<file path="config.mk">
export PLATFORM = sky130hd
export DESIGN_NAME = plm_period_lock
export DESIGN_NICKNAME = d
export VERILOG_FILES = /design/src/rtl/plm_pkg.sv /design/src/rtl/plm_frame_counter.sv /design/src/rtl/plm_loop_filter.sv /design/src/rtl/plm_lock_detect.sv /design/src/rtl/plm_period_lock.sv
export SDC_FILE = /design/constraint.sdc
export NUM_CORES = 1
export LEC_CHECK = 0
export BUFFER_PORTS_ARGS = -buffer_cell sky130_fd_sc_hd__buf_4
export CAP_MARGIN = 25
export CORE_MARGIN = 2
export CORE_UTILIZATION = 57
export CTS_BUF_LIST = sky130_fd_sc_hd__clkbuf_8
export CTS_CLUSTER_SIZE = 14
export DETAILED_ROUTE_END_ITERATION = 10
export MAX_ROUTING_LAYER = met4
export PLACE_DENSITY = 0.78
export SETUP_SLACK_MARGIN = 0.3
export SKIP_CTS_REPAIR_TIMING = 1
export SLEW_MARGIN = 20
export SYNTH_ARGS = -nofsm -noshare
export SYNTH_HDL_FRONTEND = slang
export SYNTH_HIERARCHICAL = 1
export SYNTH_SLANG_ARGS = --single-unit
export TNS_END_PERCENT = 5
</file>
<file path="constraint.sdc">
create_clock -name clk -period 10.5 [get_ports clk]
set_input_delay 0.525 -clock clk [delete_from_list [all_inputs] [get_ports clk]]
set_output_delay 0.525 -clock clk [all_outputs]
set_load 0.01 [all_outputs]
</file>
<file path="src/rtl/plm_pkg.sv">
package plm_pkg;
  typedef enum logic {MODE_MEASURE = 1'b0, MODE_TRACK = 1'b1} plm_mode_e;
  typedef enum logic {SRC_MEASURED = 1'b0, SRC_PROGRAMMED = 1'b1} plm_src_e;
endpackage

</file>
<file path="src/rtl/plm_frame_counter.sv">
module plm_frame_counter #(
  parameter int CW = 16
) (
  input  logic          clk,
  input  logic          rst,
  input  logic          cyc_end,
  input  logic          vsync,
  input  logic          capture_en,
  output logic [CW-1:0] total_now,
  output logic [CW-1:0] frame_q,
  output logic [CW-1:0] capt_q
);
  localparam logic [CW-1:0] CMAX = '1;
  logic [CW-1:0] cnt;

  // running count including a pulse in this very cycle, saturating
  always_comb begin
    total_now = (cyc_end && (cnt != CMAX)) ? cnt + 1'b1 : cnt;
  end

  always_ff @(posedge clk) begin
    if (rst) begin
      cnt     <= '0;
      frame_q <= '0;
      capt_q  <= '0;
    end else if (vsync) begin
      cnt     <= '0;
      frame_q <= total_now;
      if (capture_en) capt_q <= total_now;
    end else begin
      cnt <= total_now;
    end
  end
endmodule

</file>
<file path="src/rtl/plm_loop_filter.sv">
module plm_loop_filter #(
  parameter int PW = 16,
  parameter int EW = 17,
  parameter int IW = 24,
  parameter int GW = 4
) (
  input  logic                 clk,
  input  logic                 rst,
  input  logic                 run,
  input  logic                 upd,
  input  logic signed [EW-1:0] err,
  input  logic [GW-1:0]        kp_shift,
  input  logic [GW-1:0]        ki_shift,
  input  logic [PW-1:0]        base,
  output logic [PW-1:0]        period_q
);
  localparam logic signed [IW:0]   IMAX = {2'b00, {(IW-1){1'b1}}};
  localparam logic signed [IW:0]   IMIN = {2'b11, {(IW-1){1'b0}}};
  localparam logic signed [IW+1:0] PMAX = {{(IW+2-PW){1'b0}}, {PW{1'b1}}};

  logic signed [IW-1:0] integ, integ_new, e_x, p_term, i_step;
  logic signed [IW:0]   i_sum, corr;
  logic signed [IW+1:0] p_sum;
  logic [PW-1:0]        p_clamped;

  always_comb begin
    e_x    = {{(IW-EW){err[EW-1]}}, err};
    p_term = e_x >>> kp_shift;
    i_step = e_x >>> ki_shift;
    i_sum  = {integ[IW-1], integ} + {i_step[IW-1], i_step};
    if (i_sum > IMAX)      integ_new = IMAX[IW-1:0];
    else if (i_sum < IMIN) integ_new = IMIN[IW-1:0];
    else                   integ_new = i_sum[IW-1:0];
    corr  = {integ_new[IW-1], integ_new} + {p_term[IW-1], p_term};
    p_sum = $signed({{(IW+2-PW){1'b0}}, base}) + {corr[IW], corr};
    if (p_sum < 0)         p_clamped = '0;
    else if (p_sum > PMAX) p_clamped = '1;
    else                   p_clamped = p_sum[PW-1:0];
  end

  always_ff @(posedge clk) begin
    if (rst || !run) begin
      integ    <= '0;
      period_q <= base;
    end else if (upd) begin
      integ    <= integ_new;
      period_q <= p_clamped;
    end
  end
endmodule

</file>
<file path="src/rtl/plm_lock_detect.sv">
module plm_lock_detect #(
  parameter int LOCK_FRAMES = 4
) (
  input  logic clk,
  input  logic rst,
  input  logic run,
  input  logic upd,
  input  logic err_zero,
  output logic locked_q
);
  localparam int SW = $clog2(LOCK_FRAMES + 1);
  localparam logic [SW-1:0] LF = SW'(LOCK_FRAMES);
  logic [SW-1:0] streak, streak_nx;

  always_comb begin
    streak_nx = streak;
    if (upd) begin
      if (!err_zero)        streak_nx = '0;
      else if (streak != LF) streak_nx = streak + 1'b1;
    end
  end

  always_ff @(posedge clk) begin
    if (rst || !run) begin
      streak   <= '0;
      locked_q <= 1'b0;
    end else begin
      streak   <= streak_nx;
      locked_q <= (streak_nx == LF);
    end
  end
endmodule

</file>
<file path="src/rtl/plm_period_lock.sv">
module plm_period_lock #(
  parameter int PW          = 16,
  parameter int CW          = 16,
  parameter int IW          = 24,
  parameter int GW          = 4,
  parameter int LOCK_FRAMES = 4
) (
  input  logic          clk,
  input  logic          rst,
  input  logic          cyc_end,
  input  logic          vsync,
  input  logic          track_en,
  input  logic          tgt_src,
  input  logic [CW-1:0] tgt_count,
  input  logic [PW-1:0] base_period,
  input  logic [GW-1:0] kp_shift,
  input  logic [GW-1:0] ki_shift,
  output logic [PW-1:0] period_out,
  output logic          locked,
  output logic [CW-1:0] frame_count
);
  import plm_pkg::*;
  localparam int EW = CW + 1;

  plm_mode_e          mode;
  plm_src_e           src;
  logic [CW-1:0]      total_now, capt_q, target;
  logic signed [EW-1:0] err;
  logic               upd;

  assign mode   = plm_mode_e'(track_en);
  assign src    = plm_src_e'(tgt_src);
  assign target = (src == SRC_PROGRAMMED) ? tgt_count : capt_q;
  assign err    = $signed({1'b0, total_now}) - $signed({1'b0, target});
  assign upd    = vsync && (mode == MODE_TRACK);

  plm_frame_counter #(.CW(CW)) u_cnt (
    .clk(clk), .rst(rst), .cyc_end(cyc_end), .vsync(vsync),
    .capture_en(mode == MODE_MEASURE), .total_now(total_now),
    .frame_q(frame_count), .capt_q(capt_q)
  );

  plm_loop_filter #(.PW(PW), .EW(EW), .IW(IW), .GW(GW)) u_filt (
    .clk(clk), .rst(rst), .run(mode == MODE_TRACK), .upd(upd), .err(err),
    .kp_shift(kp_shift), .ki_shift(ki_shift), .base(base_period),
    .period_q(period_out)
  );

  plm_lock_detect #(.LOCK_FRAMES(LOCK_FRAMES)) u_lock (
    .clk(clk), .rst(rst), .run(mode == MODE_TRACK), .upd(upd),
    .err_zero(err == '0), .locked_q(locked)
  );
endmodule

</file>
==> results of run 1 <==
[routing by layer]
metal	vias to the layer above	track usage, %	routed length (um)
met4	0	13.9	1230
li1	4614	-	-
met1	4627	35.9	11700
met2	389	54.4	15000
met3	99	3.52	1550
met5	-	-	0
[power groups by stage]
stage               Clock (mW)  Sequential (mW)  Combinational, mW
floorplan                    0            0.432               1.07
global placement             0            0.420               1.40
CTS                      0.247            0.413               1.42
global route             0.253            0.413               1.72
finish                   0.241            0.411               1.58
detailed placement           0            0.421               1.41
[synth_stat cells (all sizes together) (4+ instances only)]
cell type	n	area [um2]
a2111oi	5	62.6
a211oi	32	255
a21o	26	195
a21oi	115	591
a22oi	12	90.1
a311o	4	40.0
a311oi	15	138
a31o	4	35.0
a31oi	9	62.6
a32oi	15	199
and3	9	56.3
and4	5	43.8
buf	22	149
clkbuf	47	176
dfxtp	76	1520
edfxtp	16	480
fa	19	380
ha	76	951
inv	84	315
mux2	12	139
mux2i	48	480
mux4	13	293
nand2	88	330
nand2b	21	131
nand3	39	200
nand3b	8	60.1
nand4	15	115
nor2	98	383
nor2b	11	76.3
nor3	17	90.1
nor4	4	25.0
o2111ai	8	100
o211ai	10	75.1
o21a	17	128
o21ai	92	464
o21bai	5	37.5
o22ai	4	25.0
o31ai	5	42.5
or2	4	25.0
or3	9	57.6
xnor2	30	263
xor2	19	166
[flip-flops by register name, indices dropped and copies added (netlist names)]
signal / flops
u_filt/integ: 24
u_cnt/capt_q: 16
u_cnt/cnt: 16
u_cnt/frame_q: 16
u_filt/period_q: 16
u_lock/streak: 3
u_lock/locked_q: 1
[logic make-up (layout without fill, tap and decap cells)]
family                   count (synthesis)  count (layout)  synth area share [%]
AO/OA/AOI/OAI                          395             395                  27.6
XOR/XNOR                                49              49                  4.38
flip-flops                              92              92                  20.4
multiplexers                            73              73                  9.30
AND/OR/NAND/NOR                        345             345                  17.9
buffers and inverters                  156             240                  6.65
adder cells (fa/ha/maj)                 97              97                  13.8
[worst max-delay path by stage]
stage                          endpoint  slack [ns]  cells past startpoint
floorplan           u_filt/period_q[10]        0.34                     42
global placement     u_filt/period_q[0]        0.02                     45
detailed placement   u_filt/period_q[0]       -0.18                     45
CTS                  u_filt/period_q[0]       -0.27                     45
global route         u_filt/period_q[0]        0.12                     44
finish               u_filt/period_q[7]        0.55                     44
[worst max-delay path, delay by kind of cell (launching register included)]
family                   cells  cell delay (ns)
AO/OA/AOI/OAI               20             4.42
XOR/XNOR                     2             0.31
adder cells (fa/ha/maj)      6             1.96
buffers and inverters        7             0.90
flip-flops                   1             0.39
multiplexers                 2             0.78
AND/OR/NAND/NOR              7             0.96
[final cells by class]
cell class / instances / area, um2
clock buffers: 9 / 124
clock inverters: 7 / 60.1
fillers: 1419 / 5290
inverters: 87 / 327
multi-input cells: 959 / 7500
flip-flops and latches: 92 / 2030
well taps: 220 / 275
repair buffers: 137 / 1100
==> impl_metrics.env, run 1 <==
export IMPL_worstSetupStartpoint="u_cnt/cnt[13]"
export IMPL_switching_share_pct=48.7
export IMPL_status="finished clean"
export IMPL_crit_path_frequent_cell="o21ai_2"
export IMPL_antenna_found_initial=0
export IMPL_cap_violations=0
export IMPL_dieArea_um2=18300
export IMPL_fin_crit_sh_pct=94.8
export IMPL_hold_class="in -> reg"
export IMPL_num_vias=9729
export IMPL_fin_area_um2=11400
export IMPL_clk_pin_slew_worst_paths_ns=0.11
export IMPL_synth_area_um2=9800
export IMPL_ys_types=93
export IMPL_syn_nets=1348
export IMPL_slew_headroom_pct=42.1
export IMPL_drv_slew=0
export IMPL_layout_commonest_cell="buf_4"
export IMPL_endpoint_kind="flop"
export IMPL_root_buffer="clkbuf_8"
export IMPL_worstPathArrival_ns=10.10
export IMPL_hp_start="base_period[9]"
export IMPL_hold_viol=0
export IMPL_cp_max_fo=8
export IMPL_final_core_util_pct=68.4
export IMPL_start_kind="flop"
export IMPL_final_layout_size_suffix_gt1_share_pct=22.0
export IMPL_synth_edf_count=16
export IMPL_post_place_ws_ns=-0.177
export IMPL_p_leak_nw=4.93
export IMPL_grt_pass1_wl_um=44000
export IMPL_wirelength_um=29400
export IMPL_p_comb_share_pct=70.8
export IMPL_die_w_um=135
export IMPL_required_ns=10.65
export IMPL_avgViaCountPerCell=6.44
export IMPL_cpPeakStageDelay_ns=0.49
export IMPL_grt_usage_pct=31.1
export IMPL_core_area_um2=16700
export IMPL_first_pass_iters=5
export IMPL_reg2reg_depth=44
export IMPL_rsz0062_at_grt="false"
export IMPL_worstSkewPairLatency_ns=0.40
export IMPL_clock_fmax_mhz=100
export IMPL_fin_worst_skew_ns=0.0156
export IMPL_p_per_area_nw_per_um2=196
export IMPL_hold_path_depth=3
export IMPL_sequentialPowerShare_pct=18.4
export IMPL_peakVddDrop_v=0.000181
export IMPL_reg2reg_from="u_cnt/cnt[13]"
export IMPL_dieHeight_um=135
export IMPL_cts_made_buffers=9
export IMPL_yosys_warnings=6
export IMPL_place_gp_congestion=0.975
export IMPL_synth_avg_cell_area_um2=8.12
export IMPL_hpwl_um=21700
export IMPL_grt_pass1_vias=8956
export IMPL_dr_first_iter_drc_count=632
export IMPL_ff2ff_setup_slack_ns=0.55
export IMPL_r2r_end="u_filt/period_q[7]"
export IMPL_nets=1427
export IMPL_finalCriticalPeriod_ns=9.95
export IMPL_ios=79
export IMPL_start_util_pct=58.7
export IMPL_routedWlPerCell_um=19.5
export IMPL_synthArstFlopShare_pct=0
export IMPL_cts_tree="done"
export IMPL_diodes=0
export IMPL_p_int_mw=1.15
export IMPL_ant_nets=0
export IMPL_p_switching_mw=1.09
export IMPL_clockBufferDepth=2
export IMPL_rows=47
export IMPL_fin_ws_ns=0.549
export IMPL_numPortBuffers=78
export IMPL_ys_ff_latch=92
export IMPL_synth_cells=1207
export IMPL_placed_area_um2=10600
export IMPL_fin_cells=1511
export IMPL_setup_viol=0
export IMPL_path_class="reg -> reg"
export IMPL_fin_setup_tns_ns=0
export IMPL_gr_total_overflow=0
export IMPL_syn_to_final_growth_pct=16.4
export IMPL_worst_pin_slew_ns=0.868
export IMPL_holdPathEnd="u_filt/period_q[9]"
export IMPL_cp_slowest_cell="mux4_2"
export IMPL_drc_errors=0
export IMPL_grt_max_degree=49
export IMPL_htree_levels=3
export IMPL_cts_sinks=92
export IMPL_placed_cells=1475
export IMPL_clkPwrFrac_pct=10.8
export IMPL_holdWs_ns=0.457
export IMPL_mostFrequentLayoutCells="buf_4, a21oi_1, nor2_1, nand2_1, o21ai_0"
export IMPL_yosysSeqAreaShare_pct=20.4
export IMPL_power_mw=2.23
export IMPL_ys_flop_type="dfxtp_1"
No activity file was read; power rests on OpenSTA's default activity.
==> run 2: changes to the inputs <==
--- a/config.mk
+++ b/config.mk
@@ -14,6 +14,7 @@
 export DETAILED_ROUTE_END_ITERATION = 10
 export MAX_ROUTING_LAYER = met4
 export PLACE_DENSITY = 0.78
+export RECOVER_POWER = 25
 export SETUP_SLACK_MARGIN = 0.3
 export SKIP_CTS_REPAIR_TIMING = 1
 export SLEW_MARGIN = 20
==> run 2 against run 1 <==
Against the previous run: flip-flop and latch count unchanged; critical endpoint unchanged; combinational power is essentially flat; global-route usage stayed put; count of clock-buffer cells in the layout stayed put; cell area decreased by 1.1%.
==> impl_metrics.env, run 2 (synthesis gave the netlist of run 1 again) <==
export IMPL_cts_tree="done"
export IMPL_hold_viol=0
export IMPL_finalCriticalPeriod_ns=9.97
export IMPL_p_leak_nw=4.80
export IMPL_ios=79
export IMPL_crit_path_frequent_cell="o21ai_2"
export IMPL_worst_pin_slew_ns=0.866
export IMPL_dr_first_iter_drc_count=677
export IMPL_r2r_end="u_filt/period_q[7]"
export IMPL_peakVddDrop_v=0.000181
export IMPL_p_per_area_nw_per_um2=196
export IMPL_diodes=0
export IMPL_fin_cells=1511
export IMPL_hp_start="base_period[9]"
export IMPL_start_kind="flop"
export IMPL_hold_path_depth=3
export IMPL_fin_worst_skew_ns=0.0161
export IMPL_routedWlPerCell_um=19.4
export IMPL_drc_errors=0
export IMPL_cp_max_fo=8
export IMPL_largest_register="u_filt/integ"
export IMPL_avgViaCountPerCell=6.40
export IMPL_rsz0062_at_grt="false"
export IMPL_endpoint_kind="flop"
export IMPL_slew_headroom_pct=42.2
export IMPL_wirelength_um=29300
export IMPL_required_ns=10.64
export IMPL_fin_crit_sh_pct=94.9
export IMPL_mostFrequentLayoutCells="a21oi_1, buf_4, nor2_1, nand2_1, o21ai_0"
export IMPL_hold_class="in -> reg"
export IMPL_grt_usage_pct=31.1
export IMPL_ant_nets=0
export IMPL_num_vias=9670
export IMPL_n_fill_cell=1448
export IMPL_p_switching_mw=1.09
export IMPL_dieHeight_um=135
export IMPL_sequentialPowerShare_pct=18.5
export IMPL_reg2reg_depth=44
export IMPL_core_area_um2=16700
export IMPL_clock_fmax_mhz=100
export IMPL_worstSkewPairLatency_ns=0.40
export IMPL_final_layout_size_suffix_gt1_share_pct=19.4
export IMPL_largest_reg_flops=24
export IMPL_grt_max_degree=49
export IMPL_rows=47
export IMPL_clkPwrFrac_pct=10.9
export IMPL_antenna_found_initial=0
export IMPL_syn_to_final_growth_pct=15.2
export IMPL_grt_pass1_vias=8956
export IMPL_p_int_mw=1.13
export IMPL_ff2ff_setup_slack_ns=0.53
export IMPL_clockBufferDepth=2
export IMPL_place_gp_congestion=0.975
export IMPL_nets=1427
export IMPL_root_buffer="clkbuf_8"
export IMPL_status="finished clean"
export IMPL_holdPathEnd="u_filt/period_q[9]"
export IMPL_gr_total_overflow=0
export IMPL_first_pass_iters=5
export IMPL_setup_viol=0
export IMPL_cp_slowest_cell="mux4_2"
export IMPL_dieArea_um2=18300
export IMPL_p_comb_share_pct=70.6
export IMPL_numPortBuffers=78
export IMPL_placed_cells=1475
export IMPL_cap_violations=0
export IMPL_layout_commonest_cell="a21oi_1"
export IMPL_die_w_um=135
export IMPL_switching_share_pct=49.2
export IMPL_holdWs_ns=0.460
export IMPL_worstPathArrival_ns=10.11
export IMPL_cpPeakStageDelay_ns=0.49
export IMPL_grt_pass1_wl_um=44000
export IMPL_drv_slew=0
export IMPL_hpwl_um=21700
export IMPL_clk_pin_slew_worst_paths_ns=0.11
export IMPL_reg2reg_from="u_cnt/cnt[13]"
export IMPL_cts_made_buffers=9
export IMPL_htree_levels=3
export IMPL_path_class="reg -> reg"
export IMPL_cts_sinks=92
export IMPL_start_util_pct=58.7
run 2: layer usage:
metal | track usage, % | part of all wire [%] | up-vias
li1 | - | - | 4601
met1 | 35.9 | 40 | 4594
met2 | 54.4 | 51 | 381
met3 | 3.52 | 5.3 | 94
met4 | 13.9 | 4.2 | 0
met5 | - | 0 | -
run 2: cell type report:
type	instances	area, um2	area share (%)
Multi-Input combinational cell	959	7500	66.4
Clock buffer	9	124	1.10
Clock inverter	7	60.1	0.532
Tap cell	220	275	2.44
Sequential cell	92	2030	18.0
Timing Repair Buffer	137	977	8.65
Inverter	87	327	2.89
run 2: power groups by stage:
| stage | clock [mW] | combinational [mW] | sequential (mW) |
|---|---|---|---|
| after floorplan | 0 | 1.07 | 0.432 |
| after global placement | 0 | 1.40 | 0.420 |
| after detailed placement | 0 | 1.41 | 0.421 |
| after CTS | 0.247 | 1.42 | 0.413 |
| after global routing | 0.253 | 1.70 | 0.413 |
| final | 0.241 | 1.56 | 0.410 |
run 2: critical path, delay by kind of cell (launching register included):
| kind | cells | cell delay (ns) |
|---|---|---|
| AOI/OAI and AO/OA | 19 | 4.19 |
| xor gates and xnor gates | 2 | 0.29 |
| adders and majority gates | 6 | 1.96 |
| buffers and inverters | 7 | 0.90 |
| DFF | 1 | 0.39 |
| muxes | 2 | 0.78 |
| and+or+nand+nor | 8 | 1.22 |
run 2: how the worst max path moves through the flow:
| stage | to | cells after the start | start |
|---|---|---|---|
| global placement | u_filt/period_q[0] | 45 | u_cnt/cnt[0] |
| detailed placement | u_filt/period_q[0] | 45 | u_cnt/cnt[1] |
| finish | u_filt/period_q[7] | 44 | u_cnt/cnt[13] |
| global route | u_filt/period_q[0] | 44 | u_cnt/cnt[11] |
| floorplan | u_filt/period_q[10] | 42 | u_cnt/cnt[0] |
| CTS | u_filt/period_q[0] | 45 | u_cnt/cnt[1] |
run 2: stage by stage:
stage	TNS, ns	cell area (um2)	utilization, %	total power, mW	worst slack, ns
3_3_place_gp	0	10600	63.7	1.82	0.0179
4_1_cts	-3.51	10800	64.8	2.08	-0.272
5_1_grt	0	11300	67.6	2.36	0.114
2_1_floorplan	0	9800	-	1.51	0.339
6_report	0	11300	67.6	2.21	0.534
3_5_place_dp	-1.96	10600	63.7	1.83	-0.177
